File: src/rtl/spirf_pkg.sv
package spirf_pkg;
   localparam int NUM_REGS    = 8;
   localparam int IDX_W       = $clog2(NUM_REGS);
   localparam int IDX_CFG     = 0;
   localparam int IDX_MEAS_HI = 1;
   localparam int IDX_MEAS_LO = 2;
   localparam int IDX_UTH_HI  = 3;
   localparam int IDX_UTH_LO  = 4;
   localparam int IDX_LTH_HI  = 5;
   localparam int IDX_LTH_LO  = 6;
   localparam int IDX_STAT    = 7;

   typedef logic [7:0] byte_t;
   typedef enum logic {PH_ADDR, PH_DATA} phase_e;

   // pointer advance: direction bit kept, low seven bits wrap
   function automatic byte_t ptr_next(input byte_t a);
      return {a[7], a[6:0] + 7'd1};
   endfunction

   function automatic logic in_window(input byte_t a);
      return a[6:IDX_W] == '0;
   endfunction

   function automatic logic host_writable(input int idx);
      return (idx == IDX_CFG) || (idx == IDX_UTH_HI) || (idx == IDX_UTH_LO) ||
             (idx == IDX_LTH_HI) || (idx == IDX_LTH_LO);
   endfunction
endpackage

File: src/rtl/spirf_sync.sv
module spirf_sync #(
   parameter int                WIDTH   = 1,
   parameter int                STAGES  = 2,
   parameter logic [WIDTH-1:0]  RST_VAL = '0
) (
   input  logic             clk,
   input  logic             rst_n,
   input  logic [WIDTH-1:0] d,
   output logic [WIDTH-1:0] q
);
   logic [STAGES-1:0][WIDTH-1:0] pipe;

   for (genvar s = 0; s < STAGES; s++) begin : g_stage
      if (s == 0) begin : g_first
         always_ff @(posedge clk or negedge rst_n)
            if (!rst_n) pipe[0] <= RST_VAL;
            else        pipe[0] <= d;
      end else begin : g_next
         always_ff @(posedge clk or negedge rst_n)
            if (!rst_n) pipe[s] <= RST_VAL;
            else        pipe[s] <= pipe[s-1];
      end
   end

   assign q = pipe[STAGES-1];
endmodule

File: src/rtl/spirf_engine.sv
module spirf_engine
   import spirf_pkg::*;
(
   input  logic  clk,
   input  logic  rst_n,
   input  logic  csn_s,
   input  logic  sclk_s,
   input  logic  sdi_s,
   input  byte_t rd_byte,
   output byte_t rd_addr,
   output logic  sdo,
   output logic  sdo_oe,
   output logic  wr_pulse,
   output byte_t wr_addr,
   output byte_t wr_byte,
   output logic  cs_rise
);
   logic   csn_d, sclk_d, cpol, is_wr;
   phase_e phase;
   byte_t  ptr, tx_sh;
   logic [6:0] rx_sh;
   logic [2:0] bit_cnt;

   logic  cs_fall, active, sclk_chg, smp_edge, lead_edge;
   byte_t rx_full;

   assign cs_fall   = csn_d & ~csn_s;
   assign cs_rise   = ~csn_d & csn_s;
   assign active    = ~csn_d & ~csn_s;
   assign sclk_chg  = sclk_s ^ sclk_d;
   assign smp_edge  = active & sclk_chg & (sclk_s == cpol);
   assign lead_edge = active & sclk_chg & (sclk_s != cpol);
   assign rx_full   = {rx_sh, sdi_s};
   assign rd_addr   = (phase == PH_ADDR) ? rx_full : ptr_next(ptr);

   always_ff @(posedge clk or negedge rst_n) begin
      if (!rst_n) begin
         csn_d    <= 1'b1;
         sclk_d   <= 1'b0;
         cpol     <= 1'b0;
         is_wr    <= 1'b0;
         phase    <= PH_ADDR;
         ptr      <= '0;
         tx_sh    <= '0;
         rx_sh    <= '0;
         bit_cnt  <= '0;
         sdo      <= 1'b0;
         sdo_oe   <= 1'b0;
         wr_pulse <= 1'b0;
         wr_addr  <= '0;
         wr_byte  <= '0;
      end else begin
         csn_d    <= csn_s;
         sclk_d   <= sclk_s;
         wr_pulse <= 1'b0;
         if (cs_fall) begin
            cpol    <= sclk_s;
            phase   <= PH_ADDR;
            bit_cnt <= '0;
            sdo_oe  <= 1'b0;
         end
         if (cs_rise) begin
            phase   <= PH_ADDR;
            bit_cnt <= '0;
            sdo_oe  <= 1'b0;
         end
         if (smp_edge) begin
            rx_sh   <= rx_full[6:0];
            bit_cnt <= bit_cnt + 3'd1;
            if (bit_cnt == 3'd7) begin
               if (phase == PH_ADDR) begin
                  ptr   <= rx_full;
                  is_wr <= rx_full[7];
                  phase <= PH_DATA;
                  if (!rx_full[7]) tx_sh <= rd_byte;
               end else if (is_wr) begin
                  wr_pulse <= 1'b1;
                  wr_addr  <= ptr;
                  wr_byte  <= rx_full;
                  ptr      <= ptr_next(ptr);
               end else begin
                  ptr   <= ptr_next(ptr);
                  tx_sh <= rd_byte;
               end
            end
         end
         if (lead_edge && phase == PH_DATA && !is_wr) begin
            sdo    <= tx_sh[7];
            tx_sh  <= {tx_sh[6:0], 1'b0};
            sdo_oe <= 1'b1;
         end
      end
   end
endmodule

File: src/rtl/spirf_regs.sv
module spirf_regs
   import spirf_pkg::*;
#(
   parameter int          ONESHOT_BIT = 5,
   parameter logic [7:0]  CFG_RST     = 8'h00,
   parameter logic [15:0] UTH_RST     = 16'hFFFF,
   parameter logic [15:0] LTH_RST     = 16'h0000
) (
   input  logic             clk,
   input  logic             rst_n,
   input  logic             wr_pulse,
   input  byte_t            wr_addr,
   input  byte_t            wr_byte,
   input  byte_t            rd_addr,
   input  logic             cs_rise,
   input  byte_t            ro_meas_hi,
   input  byte_t            ro_meas_lo,
   input  byte_t            ro_status,
   output byte_t            rd_byte,
   output byte_t            cfg_q,
   output logic [15:0]      thr_hi_q,
   output logic [15:0]      thr_lo_q,
   output logic             wr_stb,
   output logic [IDX_W-1:0] wr_idx,
   output byte_t            wr_data,
   output logic             oneshot_go
);
   localparam byte_t OS_MASK = ~(byte_t'(1) << ONESHOT_BIT);

   function automatic byte_t reset_of(input int idx);
      case (idx)
         IDX_CFG:    return CFG_RST & OS_MASK;
         IDX_UTH_HI: return UTH_RST[15:8];
         IDX_UTH_LO: return UTH_RST[7:0];
         IDX_LTH_HI: return LTH_RST[15:8];
         IDX_LTH_LO: return LTH_RST[7:0];
         default:    return '0;
      endcase
   endfunction

   logic [NUM_REGS-1:0][7:0] bank;
   logic [NUM_REGS-1:0]      wr_ok;
   logic                     os_pend;

   for (genvar i = 0; i < NUM_REGS; i++) begin : g_bank
      assign wr_ok[i] = host_writable(i);
      if (host_writable(i)) begin : g_rw
         localparam byte_t RV = reset_of(i);
         byte_t q;
         always_ff @(posedge clk or negedge rst_n)
            if (!rst_n) q <= RV;
            else if (wr_stb && wr_idx == IDX_W'(i))
               q <= (i == IDX_CFG) ? (wr_byte & OS_MASK) : wr_byte;
         assign bank[i] = q;
      end else if (i == IDX_MEAS_HI) begin : g_mh
         assign bank[i] = ro_meas_hi;
      end else if (i == IDX_MEAS_LO) begin : g_ml
         assign bank[i] = ro_meas_lo;
      end else begin : g_st
         assign bank[i] = ro_status;
      end
   end

   assign wr_idx  = wr_addr[IDX_W-1:0];
   assign wr_data = wr_byte;
   assign wr_stb  = wr_pulse & wr_addr[7] & in_window(wr_addr) & wr_ok[wr_idx];

   assign rd_byte = (!rd_addr[7] && in_window(rd_addr)) ? bank[rd_addr[IDX_W-1:0]] : 8'hFF;

   assign cfg_q    = bank[IDX_CFG];
   assign thr_hi_q = {bank[IDX_UTH_HI], bank[IDX_UTH_LO]};
   assign thr_lo_q = {bank[IDX_LTH_HI], bank[IDX_LTH_LO]};

   always_ff @(posedge clk or negedge rst_n) begin
      if (!rst_n) begin
         os_pend    <= 1'b0;
         oneshot_go <= 1'b0;
      end else begin
         oneshot_go <= 1'b0;
         if (wr_stb && wr_idx == IDX_W'(IDX_CFG) && wr_byte[ONESHOT_BIT])
            os_pend <= 1'b1;
         if (cs_rise) begin
            oneshot_go <= os_pend;
            os_pend    <= 1'b0;
         end
      end
   end
endmodule

File: src/rtl/spi_regfile.sv
module spi_regfile
   import spirf_pkg::*;
#(
   parameter int          SYNC_STAGES = 2,
   parameter int          ONESHOT_BIT = 5,
   parameter logic [7:0]  CFG_RST     = 8'h00,
   parameter logic [15:0] UTH_RST     = 16'hFFFF,
   parameter logic [15:0] LTH_RST     = 16'h0000
) (
   input  logic        clk,
   input  logic        rst_n,
   input  logic        spi_sclk,
   input  logic        spi_csn,
   input  logic        spi_sdi,
   output logic        spi_sdo,
   output logic        spi_sdo_oe,
   input  logic [7:0]  ro_meas_hi,
   input  logic [7:0]  ro_meas_lo,
   input  logic [7:0]  ro_status,
   output logic [7:0]  cfg_q,
   output logic [15:0] thr_hi_q,
   output logic [15:0] thr_lo_q,
   output logic        wr_stb,
   output logic [2:0]  wr_idx,
   output logic [7:0]  wr_data,
   output logic        oneshot_go
);
   if (SYNC_STAGES < 2) begin : g_bad_sync
      $error("SYNC_STAGES must be at least 2");
   end
   if (ONESHOT_BIT < 0 || ONESHOT_BIT > 7) begin : g_bad_os
      $error("ONESHOT_BIT must select a bit of the configuration byte");
   end
   if (IDX_W != 3) begin : g_bad_idx
      $error("register index width must match the 3-bit strobe port");
   end

   logic [2:0] sync_q;
   logic       csn_s, sclk_s, sdi_s;
   logic       wr_pulse, cs_rise;
   byte_t      wr_addr, wr_byte, rd_addr, rd_byte;

   spirf_sync #(.WIDTH(3), .STAGES(SYNC_STAGES), .RST_VAL(3'b100)) u_sync (
      .clk (clk),
      .rst_n (rst_n),
      .d ({spi_csn, spi_sclk, spi_sdi}),
      .q (sync_q)
   );
   assign {csn_s, sclk_s, sdi_s} = sync_q;

   spirf_engine u_engine (
      .clk (clk),
      .rst_n (rst_n),
      .csn_s (csn_s),
      .sclk_s (sclk_s),
      .sdi_s (sdi_s),
      .rd_byte (rd_byte),
      .rd_addr (rd_addr),
      .sdo (spi_sdo),
      .sdo_oe (spi_sdo_oe),
      .wr_pulse (wr_pulse),
      .wr_addr (wr_addr),
      .wr_byte (wr_byte),
      .cs_rise (cs_rise)
   );

   spirf_regs #(
      .ONESHOT_BIT (ONESHOT_BIT),
      .CFG_RST (CFG_RST),
      .UTH_RST (UTH_RST),
      .LTH_RST (LTH_RST)
   ) u_regs (
      .clk (clk),
      .rst_n (rst_n),
      .wr_pulse (wr_pulse),
      .wr_addr (wr_addr),
      .wr_byte (wr_byte),
      .rd_addr (rd_addr),
      .cs_rise (cs_rise),
      .ro_meas_hi (ro_meas_hi),
      .ro_meas_lo (ro_meas_lo),
      .ro_status (ro_status),
      .rd_byte (rd_byte),
      .cfg_q (cfg_q),
      .thr_hi_q (thr_hi_q),
      .thr_lo_q (thr_lo_q),
      .wr_stb (wr_stb),
      .wr_idx (wr_idx),
      .wr_data (wr_data),
      .oneshot_go (oneshot_go)
   );
endmodule

File: config.mk
export PLATFORM = sky130hd
export DESIGN_NAME = spi_regfile
export DESIGN_NICKNAME = d
export VERILOG_FILES = /design/src/rtl/spirf_pkg.sv /design/src/rtl/spirf_sync.sv /design/src/rtl/spirf_engine.sv /design/src/rtl/spirf_regs.sv /design/src/rtl/spi_regfile.sv
export SDC_FILE = /design/constraint.sdc
export NUM_CORES = 1
export LEC_CHECK = 0
export BUFFER_PORTS_ARGS = -buffer_cell sky130_fd_sc_hd__buf_2
export CAP_MARGIN = 20
export CORE_MARGIN = 8
export CORE_UTILIZATION = 40
export CTS_CLUSTER_DIAMETER = 80
export CTS_CLUSTER_SIZE = 8
export DETAILED_ROUTE_END_ITERATION = 10
export PLACE_DENSITY_LB_ADDON = 0.12
export SLEW_MARGIN = 20
export SYNTH_ARGS = -nofsm -noshare
export SYNTH_HDL_FRONTEND = slang
export SYNTH_SLANG_ARGS = --single-unit
File: constraint.sdc
create_clock -name clk -period 2.3 [get_ports clk]
set_input_delay 0.46 -clock clk [delete_from_list [all_inputs] [get_ports clk]]
set_output_delay 0.46 -clock clk [all_outputs]
set_load 0.03 [all_outputs]
==> reports/qor.txt, run 1 <==
status -> complete, no violations
P&R area growth vs syn -> 19.74%
type of origin of the critical path -> register
die width -> 124.9 µm
gp weighted congestion -> 0.8249
DR vias/cell -> 5.444
n_diodes -> 0
crit path time final -> 2.185 ns
leakage power -> 2.800 nW
Worst VDD drop -> 0.3863 mV
initial DRC count -> 152
Die Ht -> 124.9 µm
antenna violations before repair -> 0
critical path's slowest cell -> dfrtp_1
IO Pins -> 84
Clock transition at path regs -> 0.06 ns
Worst Skew -> 0.005000 ns
fin area -> 5677 µm²
measured slew at the worst slew-check pin -> 0.6075 ns
Starting Density -> 0.4117
Nets -> 537
NetSw -> 0.9815 mW
R2R Setup Slk -> 0.21 ns
# rows -> 39
Max Slew Vio Count -> 0
Fin. Hold Viols -> 0
Longest Clk Path Bufs -> 2
Clock Tree Root -> clkbuf_16
Skew-Pair Late Insertion Delay -> 0.35 ns
EDFF count, synth -> 0
gr usage total -> 0.1665
TritonCTS Sinks -> 97
Slew headroom -> 0.5950
multi-input logic area -> 2137 µm²
cell depth of the worst flop-to-flop path -> 7
CP peak stage delay -> 0.42 ns
Ys Warns -> 0
DIE AREA -> 15590 µm²
Setup CP Type -> register to primary output
antenna-violating nets left -> 0
Routed WL -> 12580 µm
# fillers -> 1060
GRT overflow -> 0
largest fanout on the critical path -> 5
Max Fclk -> 457.7 MHz
number of global-route vias before repair -> 3723
Clock Power Share -> 0.388
Mapped Nets -> 445
Power Density -> 659.0 nW/µm²
first drt pass iteration count -> 4
RSZ-0062 raised after global routing -> false
final core occ -> 0.4929
final setup TNS -> 0 ns
Critical Path AT -> 1.72 ns
share of layout cells above drive strength 1 -> 0.4238
Yosys cell types -> 54
routed via count -> 3528
register area -> 2451 µm²
final setup violating endpoints -> 0
largest net degree at the start of global routing -> 45
placement-stage cell area -> 5374 µm²
Hold Path Class -> primary input to asynchronous set/reset pin
Pwr Total -> 3.741 mW
H-tree Lvls -> 3
R2R Path Start -> u_engine.ptr[1]$_DFFE_PN0P_
CP cell instances -> inv_1 -> ha_1 -> nor2b_1 -> a211oi_1 -> buf_4
Syn Inst Count -> 408
port buffer count -> 82
Synth Flop Type -> dfrtp_1
Syn Std Cell Area -> 4741 µm²
sequential group share of total power -> 0.485
Worst setup EP type -> primary output
Max Cap Violations -> 0
ys async rst share -> 1.000
CP Data Required Time -> 1.84 ns
internal power -> 2.760 mW
number of synthesized register bits -> 97
Num CTS Buffers -> 9
Core ar. -> 11520 µm²
CTS tree -> built
DR WL/cell -> 19.42 µm
reg2reg end -> u_engine.tx_sh[5]$_DFFE_PN0P_
final period utilization -> 0.9500
Synth Area per Inst -> 11.62 µm²
post-synthesis sequential area ratio -> 0.5170
first-pass GRT wire length -> 20490 µm
DRC viols -> 0
HPWL after detailed placement -> 9419 µm
Comb pwr share -> 0.126
sw frac -> 0.2624
## worst max-delay path: cells and delay by family, from the launching register on
family	cells	cell delay [ns]
flip-flops	1	0.42
adder cells (fa/ha/maj)	1	0.32
buffers and inverters	2	0.31
AO/OA/AOI/OAI	1	0.20
AND/OR/NAND/NOR	1	0.14
## cell type report
cell class	count	share of cell area
well taps	143	0.03152
multi-input cells	282	0.3765
inverters	9	0.005951
flip-flops and latches	97	0.4318
clock buffers	12	0.04695
repair buffers	101	0.1027
clock inverters	4	0.004629
## repair_timing
action,in CTS,in global routing
setup buffers,0,1
resized for setup,0,1
hold buffers,0,0
hold endpoints to repair,0,0
endpoints found under the setup margin,0,1
## worst max path at each step
| stage | cells past startpoint | to | startpoint | slack, ns |
|---|---|---|---|---|
| after floorplan | 4 | wr_stb | u_engine.wr_addr[0]$_DFFE_PN0P_ | 0.20 |
| after global placement | 7 | u_engine.tx_sh[5]$_DFFE_PN0P_ | u_engine.ptr[1]$_DFFE_PN0P_ | 0.24 |
| after detailed placement | 7 | u_engine.tx_sh[5]$_DFFE_PN0P_ | u_engine.ptr[1]$_DFFE_PN0P_ | 0.22 |
| after CTS | 5 | wr_stb | u_engine.wr_addr[0]$_DFFE_PN0P_ | 0.07 |
| after global routing | 5 | wr_stb | u_engine.wr_addr[0]$_DFFE_PN0P_ | 0.006 |
| final | 5 | wr_stb | u_engine.wr_addr[0]$_DFFE_PN0P_ | 0.12 |
## Yosys cell counts, types with 2 or more instances
master / count / area, µm²
dfrtp_1: 78 / 1952
mux2_2: 62 / 698.2
a21oi_1: 31 / 155.2
nand2_1: 26 / 97.59
dfstp_2: 19 / 499.2
o21ai_0: 16 / 80.08
mux2i_1: 15 / 150.1
nand3_1: 15 / 75.07
nor2_1: 14 / 52.55
o22ai_1: 13 / 81.33
inv_1: 9 / 33.78
a211oi_1: 8 / 60.06
ha_1: 8 / 100.1
nand2b_1: 8 / 50.05
a22oi_1: 7 / 52.55
buf_4: 6 / 45.04
clkbuf_1: 6 / 22.52
nor2b_1: 6 / 37.54
o31ai_1: 6 / 45.04
buf_2: 5 / 25.02
a31oi_1: 4 / 25.02
a21boi_0: 3 / 22.52
nand2_2: 3 / 18.77
xnor2_1: 3 / 26.28
and3b_1: 2 / 17.52
buf_6: 2 / 22.52
nand3b_1: 2 / 15.01
nor2_2: 2 / 12.51
nor3b_2: 2 / 25.02
nor4_1: 2 / 12.51
xor2_1: 2 / 17.52
## layer usage
metal / vias up / global-route usage / part of all wire
li1: 1677 / - / -
met1: 1770 / 0.2016 / 0.45
met2: 71 / 0.2807 / 0.50
met3: 10 / 0.03938 / 0.042
met4: 0 / 0.06375 / 0.013
met5: - / 0 / 0
## per-stage QoR
step | cells | setup WS [ns] | hold WS (ns)
2_1_floorplan | 408 | 0.2028 | 0.1644
5_1_grt | 648 | 0.006221 | 0.1700
4_1_cts | 647 | 0.06965 | 0.1415
3_3_place_gp | 631 | 0.2374 | 0.3374
6_report | 648 | 0.1150 | 0.1296
3_5_place_dp | 631 | 0.2174 | 0.3364
## power by group through the flow
stage	clock network, mW	registers [mW]	logic (mW)
2_1_floorplan	0	1.81	0.294
5_1_grt	1.58	1.82	0.516
6_report	1.45	1.82	0.473
3_5_place_dp	0	1.84	0.476
4_1_cts	1.49	1.81	0.477
3_3_place_gp	0	1.85	0.470
## layout by cell type (no fill, tap or decap), types with 3 or more instances in the layout
cell        n
nand2_2     3
buf_4      19
clkbuf_16   9
mux2i_1    15
inv_1       9
a21oi_1    31
dfstp_2    19
dfrtp_1    78
o21ai_0    16
a31oi_1     4
xnor2_1     3
nand2b_1    8
o22ai_1    13
nand3_1    15
nor2b_1     6
nand2_1    26
a22oi_1     7
nor2_1     14
clkbuf_8    3
o31ai_1     6
a21boi_0    3
ha_1        8
buf_2      80
a211oi_1    8
mux2_2     62
## sequential cells by signal, indices dropped and copies added (netlist names), 3 cells and up
register	flops
u_engine.bit_cnt	3
u_engine.ptr	8
u_engine.rx_sh	7
u_engine.tx_sh	8
u_engine.wr_addr	8
u_engine.wr_byte	8
u_regs.cfg_q	7
u_regs.g_bank.g_rw.q	32
u_sync.pipe	3
u_sync.q	3
## cell families (layout without fill, tap and decap cells)
| group | count (synthesis) | count (layout) | share of synthesized area |
|---|---|---|---|
| buf+inv | 29 | 126 | 0.03220 |
| simple gates | 94 | 94 | 0.1130 |
| flops | 97 | 97 | 0.5170 |
| compound gates | 96 | 96 | 0.1246 |
| xor+xnor | 5 | 5 | 0.009239 |
| mux | 78 | 78 | 0.1821 |
| fa+ha+maj | 8 | 8 | 0.02111 |
| other cells | 1 | 1 | 0.0007910 |
No activity file was read; power rests on OpenSTA's default activity.
==> inputs of run 2 (changes only) <==
--- a/config.mk
+++ b/config.mk
@@ -5,6 +5,7 @@
 export SDC_FILE = /design/constraint.sdc
 export NUM_CORES = 1
 export LEC_CHECK = 0
+export ABC_AREA = 0
 export BUFFER_PORTS_ARGS = -buffer_cell sky130_fd_sc_hd__buf_2
 export CAP_MARGIN = 20
 export CORE_MARGIN = 8
@@ -12,6 +13,7 @@
 export CTS_CLUSTER_DIAMETER = 80
 export CTS_CLUSTER_SIZE = 8
 export DETAILED_ROUTE_END_ITERATION = 10
+export MAX_ROUTING_LAYER = met4
 export PLACE_DENSITY_LB_ADDON = 0.12
 export SLEW_MARGIN = 20
 export SYNTH_ARGS = -nofsm -noshare
==> run 2 against run 1 <==
  * Wire length fell by 0.11%
  * Sequential power barely moved
  * Non-clock buffer count did not move
  * Utilization did not move
  * Final area did not move
  * Clock skew rose by 0.0011 ns
  * Global-route usage rose by 0.47 points
  * First-iteration DRC count fell by 2.0%
  * Critical path type unchanged
==> reports/qor.txt, run 2 (synthesis results as in run 1) <==
Setup CP Type -> register to primary output
first-pass GRT wire length -> 20470 µm (-0.14%)
share of layout cells above drive strength 1 -> 0.4238 (unchanged)
CP Data Required Time -> 1.84 ns (about the same)
n_diodes -> 0 (unchanged)
RSZ-0062 raised after global routing -> false
routed via count -> 3531 (+0.085%)
CP cell instances -> inv_1 -> ha_1 -> nor2b_1 -> a211oi_1 -> buf_4
Longest Clk Path Bufs -> 2 (unchanged)
Slew headroom -> 0.5932 (-0.001816)
Max Slew Vio Count -> 0 (unchanged)
status -> complete, no violations
port buffer count -> 82 (unchanged)
GRT overflow -> 0 (unchanged)
Hold Path Class -> primary input to asynchronous set/reset pin
Fin. Hold Viols -> 0 (unchanged)
IO Pins -> 84 (unchanged)
Max Cap Violations -> 0 (unchanged)
number of global-route vias before repair -> 3725 (+0.054%)
type of origin of the critical path -> register
multi-input logic area -> 2137 µm² (unchanged)
Routed WL -> 12570 µm (-0.11%)
DR WL/cell -> 19.39 µm (-0.11%)
grt met2 use -> 0.2797 (-0.0009591)
Clock transition at path regs -> 0.06 ns (about the same)
Skew-Pair Late Insertion Delay -> 0.35 ns (about the same)
gp weighted congestion -> 0.8374 (+1.5%)
largest fanout on the critical path -> 5 (unchanged)
initial DRC count -> 149 (-2.0%)
antenna-violating nets left -> 0 (unchanged)
Worst setup EP type -> primary output
Setup crit start -> u_engine.wr_addr[0]$_DFFE_PN0P_
Die Ht -> 124.9 µm (unchanged)
Nets -> 537 (unchanged)
final period utilization -> 0.9539 (+0.003873)
Starting Density -> 0.4117 (unchanged)
first drt pass iteration count -> 4 (unchanged)
CTS tree -> built
# fillers -> 1060 (unchanged)
Placed Cells -> 631 (unchanged)
Worst Skew -> 0.006142 ns (+0.001142 ns)
final setup TNS -> 0 ns (unchanged)
Top reg by flops -> u_regs.g_bank.g_rw.q
commonest non-fill, non-tap cells in the layout -> buf_2, dfrtp_1, mux2_2, a21oi_1, nand2_1
DIE AREA -> 15590 µm² (unchanged)
# rows -> 39 (unchanged)
crit path time final -> 2.194 ns (+0.008907 ns)
Num CTS Buffers -> 9 (unchanged)
Largest register FFs -> 32 (unchanged)
largest net degree at the start of global routing -> 45 (unchanged)
P&R area growth vs syn -> 19.74% (unchanged)
critical path's slowest cell -> dfrtp_1
antenna violations before repair -> 0 (unchanged)
H-tree Lvls -> 3 (unchanged)
Critical Path AT -> 1.73 ns (about the same)
GRT busiest layer -> met2
Worst VDD drop -> 0.3860 mV (about the same)
Clock Tree Root -> clkbuf_16
register area -> 2451 µm² (unchanged)
gr usage total -> 0.1711 (+0.004680)
HPWL after detailed placement -> 9419 µm (unchanged)
die width -> 124.9 µm (unchanged)
met1 usage -> 0.2021 (+0.0005249)
R2R Path Start -> u_engine.ptr[1]$_DFFE_PN0P_
Power Density -> 658.1 nW/µm² (-0.15%)
DR vias/cell -> 5.449 (about the same)
DRC viols -> 0 (unchanged)
Core ar. -> 11520 µm² (unchanged)
leakage power -> 2.800 nW (unchanged)
Max Fclk -> 455.8 MHz (-0.41%)
Hold Slack -> 0.1319 ns (+0.002303 ns)
TritonCTS Sinks -> 97 (unchanged)
measured slew at the worst slew-check pin -> 0.6103 ns (+0.002725 ns)
Final Non-Filler Cells -> 648 (unchanged)
CTS Hold Bufs -> 0 (unchanged)
met3 Usage GRT -> 0.03938 (unchanged)
CP peak stage delay -> 0.42 ns (about the same)
commonest non-fill, non-tap cell in the layout -> buf_2
final setup violating endpoints -> 0 (unchanged)
[run 2: what timing repair did]
| item | 4_1_cts | 5_1_grt |
|---|---|---|
| setup buffers | 0 | 1 |
| resized for setup | 0 | 1 |
| setup endpoints to repair | 0 | 1 |
| endpoints found under the hold margin | 0 | 0 |
[run 2: final timing paths]
kind                       slack, ns                                endpoint  depth (start not counted)
min reg2reg                     0.35                   u_sync.q[0]$_DFF_PN0_                          0
max reg2reg                     0.21           u_engine.tx_sh[5]$_DFFE_PN0P_                          7
min                             0.13                u_sync.pipe[0]$_DFF_PN0_                          1
max in group asynchronous       1.48  u_regs.g_bank[3].g_rw.q[0]$_DFFE_PN1P_                          2
min in group clk                0.21                u_sync.pipe[2]$_DFF_PN1_                          1
max                             0.11                                  wr_stb                          5
[run 2: metrics by stage]
step	setup WS, ns	utilization	total power [mW]	cell area, µm²
5_1_grt	0.006124	0.4929	3.912	5677
3_5_place_dp	0.2174	0.4666	2.320	5374
6_report	0.1061	0.4929	3.736	5677
2_1_floorplan	0.2028	-	2.102	4741
4_1_cts	0.06965	0.4921	3.782	5667
3_3_place_gp	0.2374	0.4666	2.316	5374
[run 2: metal layers]
metal  vias up  share of wire
met5         -              0
met1      1764           0.44
met2        75           0.50
li1       1678              -
met3        14          0.047
met4         0          0.014
[run 2: layout make-up]
class | instances | share of cell area
Multi-Input combinational cell | 282 | 0.3765
Inverter | 9 | 0.005951
Timing Repair Buffer | 101 | 0.1027
Tap cell | 143 | 0.03152
Clock inverter | 4 | 0.004629
Sequential cell | 97 | 0.4318
Clock buffer | 12 | 0.04695
[run 2: where the power goes]
group | internal (mW) | leakage (nW) | switching (mW)
clock network | 0.820 | 0.145 | 0.630
registers | 1.75 | 1.23 | 0.0643
logic | 0.189 | 1.43 | 0.282
[run 2: critical path, delay by kind of cell, from the launching register on]
family,cells,cell delay (ns)
flip-flops,1,0.42
AO/OA/AOI/OAI,1,0.21
adder cells (fa/ha/maj),1,0.32
AND/OR/NAND/NOR,1,0.14
buffers and inverters,2,0.31
==> inputs of run 3 (changes only) <==
==> constraint.sdc (replaced) <==
create_clock -name clk -period 2.3 [get_ports clk]
set_input_delay 0.23 -clock clk [delete_from_list [all_inputs] [get_ports clk]]
set_output_delay 0.23 -clock clk [all_outputs]
set_load 0.03 [all_outputs]
==> run 3 against run 2 <==
  * Power grew 4.7%
  * Sequential share of layout area is 0.42 points lower
  * Die area stayed put
  * Sequential cell count did not move
  * Sequential power about the same
  * Fmax rose by 3.4%
  * Critical endpoint is now u_engine.tx_sh[7]$_DFFE_PN0P_
  * Largest power group unchanged
==> reports/qor.txt, run 3 (synthesis results as in run 1) <==
status -> complete, no violations
Power Density -> 682.2 nW/µm² (+3.7%)
CTS tree -> built
n_diodes -> 0 (unchanged)
P&R area growth vs syn -> 20.93%
routed via count -> 3546 (+0.42%)
Max Fclk -> 471.4 MHz (+3.4%)
Num CTS Buffers -> 9 (unchanged)
R2R Setup Slk -> 0.18 ns (-0.03 ns)
first drt pass iteration count -> 4 (unchanged)
largest net degree at the start of global routing -> 46 (+2.2%)
number of global-route vias before repair -> 3663 (-1.7%)
H-tree Lvls -> 3 (unchanged)
crit path time final -> 2.122 ns (-0.07234 ns)
type of origin of the critical path -> register
CP cell instances -> nor2b_1 -> buf_4 -> a22oi_1 -> a21oi_1 -> o31ai_1 -> a21oi_1 -> a21oi_1
Fin. Hold Viols -> 0 (unchanged)
pre-CTS setup slack -> 0.1115 ns (-0.1059 ns)
Worst Skew -> 0.006607 ns (+0.0004649 ns)
antenna-violating nets left -> 0 (unchanged)
Clock transition at path regs -> 0.07 ns (about the same)
IO Pins -> 84 (unchanged)
final setup violating endpoints -> 0 (unchanged)
CP peak stage delay -> 0.58 ns (+0.16 ns)
Routed WL -> 12630 µm (+0.49%)
CP Data Required Time -> 2.53 ns (+0.69 ns)
Hold Path Class -> primary input to register
Worst Setup EP -> u_engine.tx_sh[7]$_DFFE_PN0P_
Die Ht -> 124.9 µm (unchanged)
Worst setup EP type -> register
Setup CP Type -> register to register
gr usage total -> 0.1706 (-0.0005326)
first-pass GRT wire length -> 20450 µm (about the same)
Starting Density -> 0.4117 (unchanged)
reg2reg end -> u_engine.tx_sh[7]$_DFFE_PN0P_
critical path's slowest cell -> dfrtp_1
DIE AREA -> 15590 µm² (unchanged)
GRT overflow -> 0 (unchanged)
initial DRC count -> 241 (+62%)
share of layout cells above drive strength 1 -> 0.4193 (-0.004471)
die width -> 124.9 µm (unchanged)
antenna violations before repair -> 0 (unchanged)
port buffer count -> 82 (unchanged)
HPWL after detailed placement -> 9305 µm (-1.2%)
measured slew at the worst slew-check pin -> 0.5900 ns (-0.02029 ns)
cell mode on critical path -> a21oi_1
Nets -> 540 (+0.56%)
Core ar. -> 11520 µm² (unchanged)
leakage power -> 2.823 nW (+0.83%)
RSZ-0062 raised after global routing -> false
TritonCTS Sinks -> 97 (unchanged)
Top reg by flops -> u_regs.g_bank.g_rw.q
Largest register FFs -> 32 (unchanged)
# rows -> 39 (unchanged)
Slew headroom -> 0.6067 (+0.01353)
Setup crit start -> u_engine.rx_sh[0]$_DFFE_PN0P_
cell depth of the worst flop-to-flop path -> 7 (unchanged)
commonest non-fill, non-tap cells in the layout -> buf_2, dfrtp_1, mux2_2, a21oi_1, nand2_1
final worst slack -> 0.1785 ns (+0.07234 ns)
Max Cap Violations -> 0 (unchanged)
Longest Clk Path Bufs -> 2 (unchanged)
commonest non-fill, non-tap cell in the layout -> buf_2
final period utilization -> 0.9224 (-0.03145)
R2R Path Start -> u_engine.rx_sh[0]$_DFFE_PN0P_
DR vias/cell -> 5.447 (about the same)
largest fanout on the critical path -> 11 (+6)
DRC viols -> 0 (unchanged)
DR WL/cell -> 19.40 µm (about the same)
gp weighted congestion -> 0.8124 (-3.0%)
Skew-Pair Late Insertion Delay -> 0.35 ns (about the same)
Worst VDD drop -> 0.3495 mV (-9.5%)
Clock Tree Root -> clkbuf_16
final setup TNS -> 0 ns (unchanged)
Max Slew Vio Count -> 0 (unchanged)
Critical Path AT -> 2.35 ns (+0.62 ns)
run 3: cell count changes in the layout (fill, tap and decap cells not counted), sizes merged:
cell         before  now
clkinv            3    1
buf             101  100
bufinv            0    1
clkbuf           12   13
dlygate4sd3       0    4
run 3: worst min path at each step:
| stage | to | cells past startpoint | startpoint |
|---|---|---|---|
| 6_report | u_engine.tx_sh[0]$_DFFE_PN0P_ | 5 | ro_meas_hi[0] |
| 2_1_floorplan | u_engine.bit_cnt[0]$_DFFE_PN0P_ | 0 | rst_n |
| 3_5_place_dp | u_engine.bit_cnt[2]$_DFFE_PN0P_ | 1 | rst_n |
| 4_1_cts | u_engine.tx_sh[0]$_DFFE_PN0P_ | 5 | ro_meas_hi[0] |
| 3_3_place_gp | u_engine.bit_cnt[2]$_DFFE_PN0P_ | 1 | rst_n |
| 5_1_grt | u_sync.q[0]$_DFF_PN0_ | 0 | u_sync.pipe[0]$_DFF_PN0_ |
run 3: final cells by class:
cell class | instances | area, µm²
Fill cell | 1057 | 5783
Tap cell | 143 | 178.9
Sequential cell | 97 | 2451
Clock buffer | 13 | 280.3
Timing Repair Buffer | 104 | 600.6
Clock inverter | 3 | 46.29
Multi-Input combinational cell | 282 | 2142
Inverter | 9 | 33.78
run 3: per-layer routing:
layer  global-route usage  wire length (µm)
met1               0.2077              5691
met2               0.2685              6126
met3              0.05051               683
met4              0.05086               128
met5                    -                 0
run 3: what timing repair did:
| action | 4_1_cts | 5_1_grt |
|---|---|---|
| buffers inserted | 0 | 0 |
| endpoints found under the hold margin | 38 | 0 |
| resized for setup | 0 | 1 |
| setup endpoints to repair | 0 | 1 |
| hold buffers | 4 | 0 |
run 3: through the flow:
step                  util  instance area, µm²  instances  hold slack (ns)  power (mW)
CTS                 0.4974                5728        651           0.3120       3.960
global route        0.4978                5733        651           0.3550       4.091
floorplan                -                4741        408         -0.06559       2.102
detailed placement  0.4656                5361        631           0.2780       2.324
global placement    0.4656                5361        631           0.2779       2.318
finish              0.4978                5733        651           0.3106       3.911
run 3: power breakdown:
part | internal [mW] | leakage (nW) | switching, mW
sequential | 1.75 | 1.23 | 0.0644
clock | 0.964 | 0.158 | 0.650
combinational | 0.193 | 1.44 | 0.289
run 3: critical path: cells and delay by family, from the launching register on:
family | cells | cell delay [ns]
AO/OA/AOI/OAI | 5 | 0.66
flip-flops | 1 | 0.58
AND/OR/NAND/NOR | 1 | 0.52
buffers and inverters | 1 | 0.24
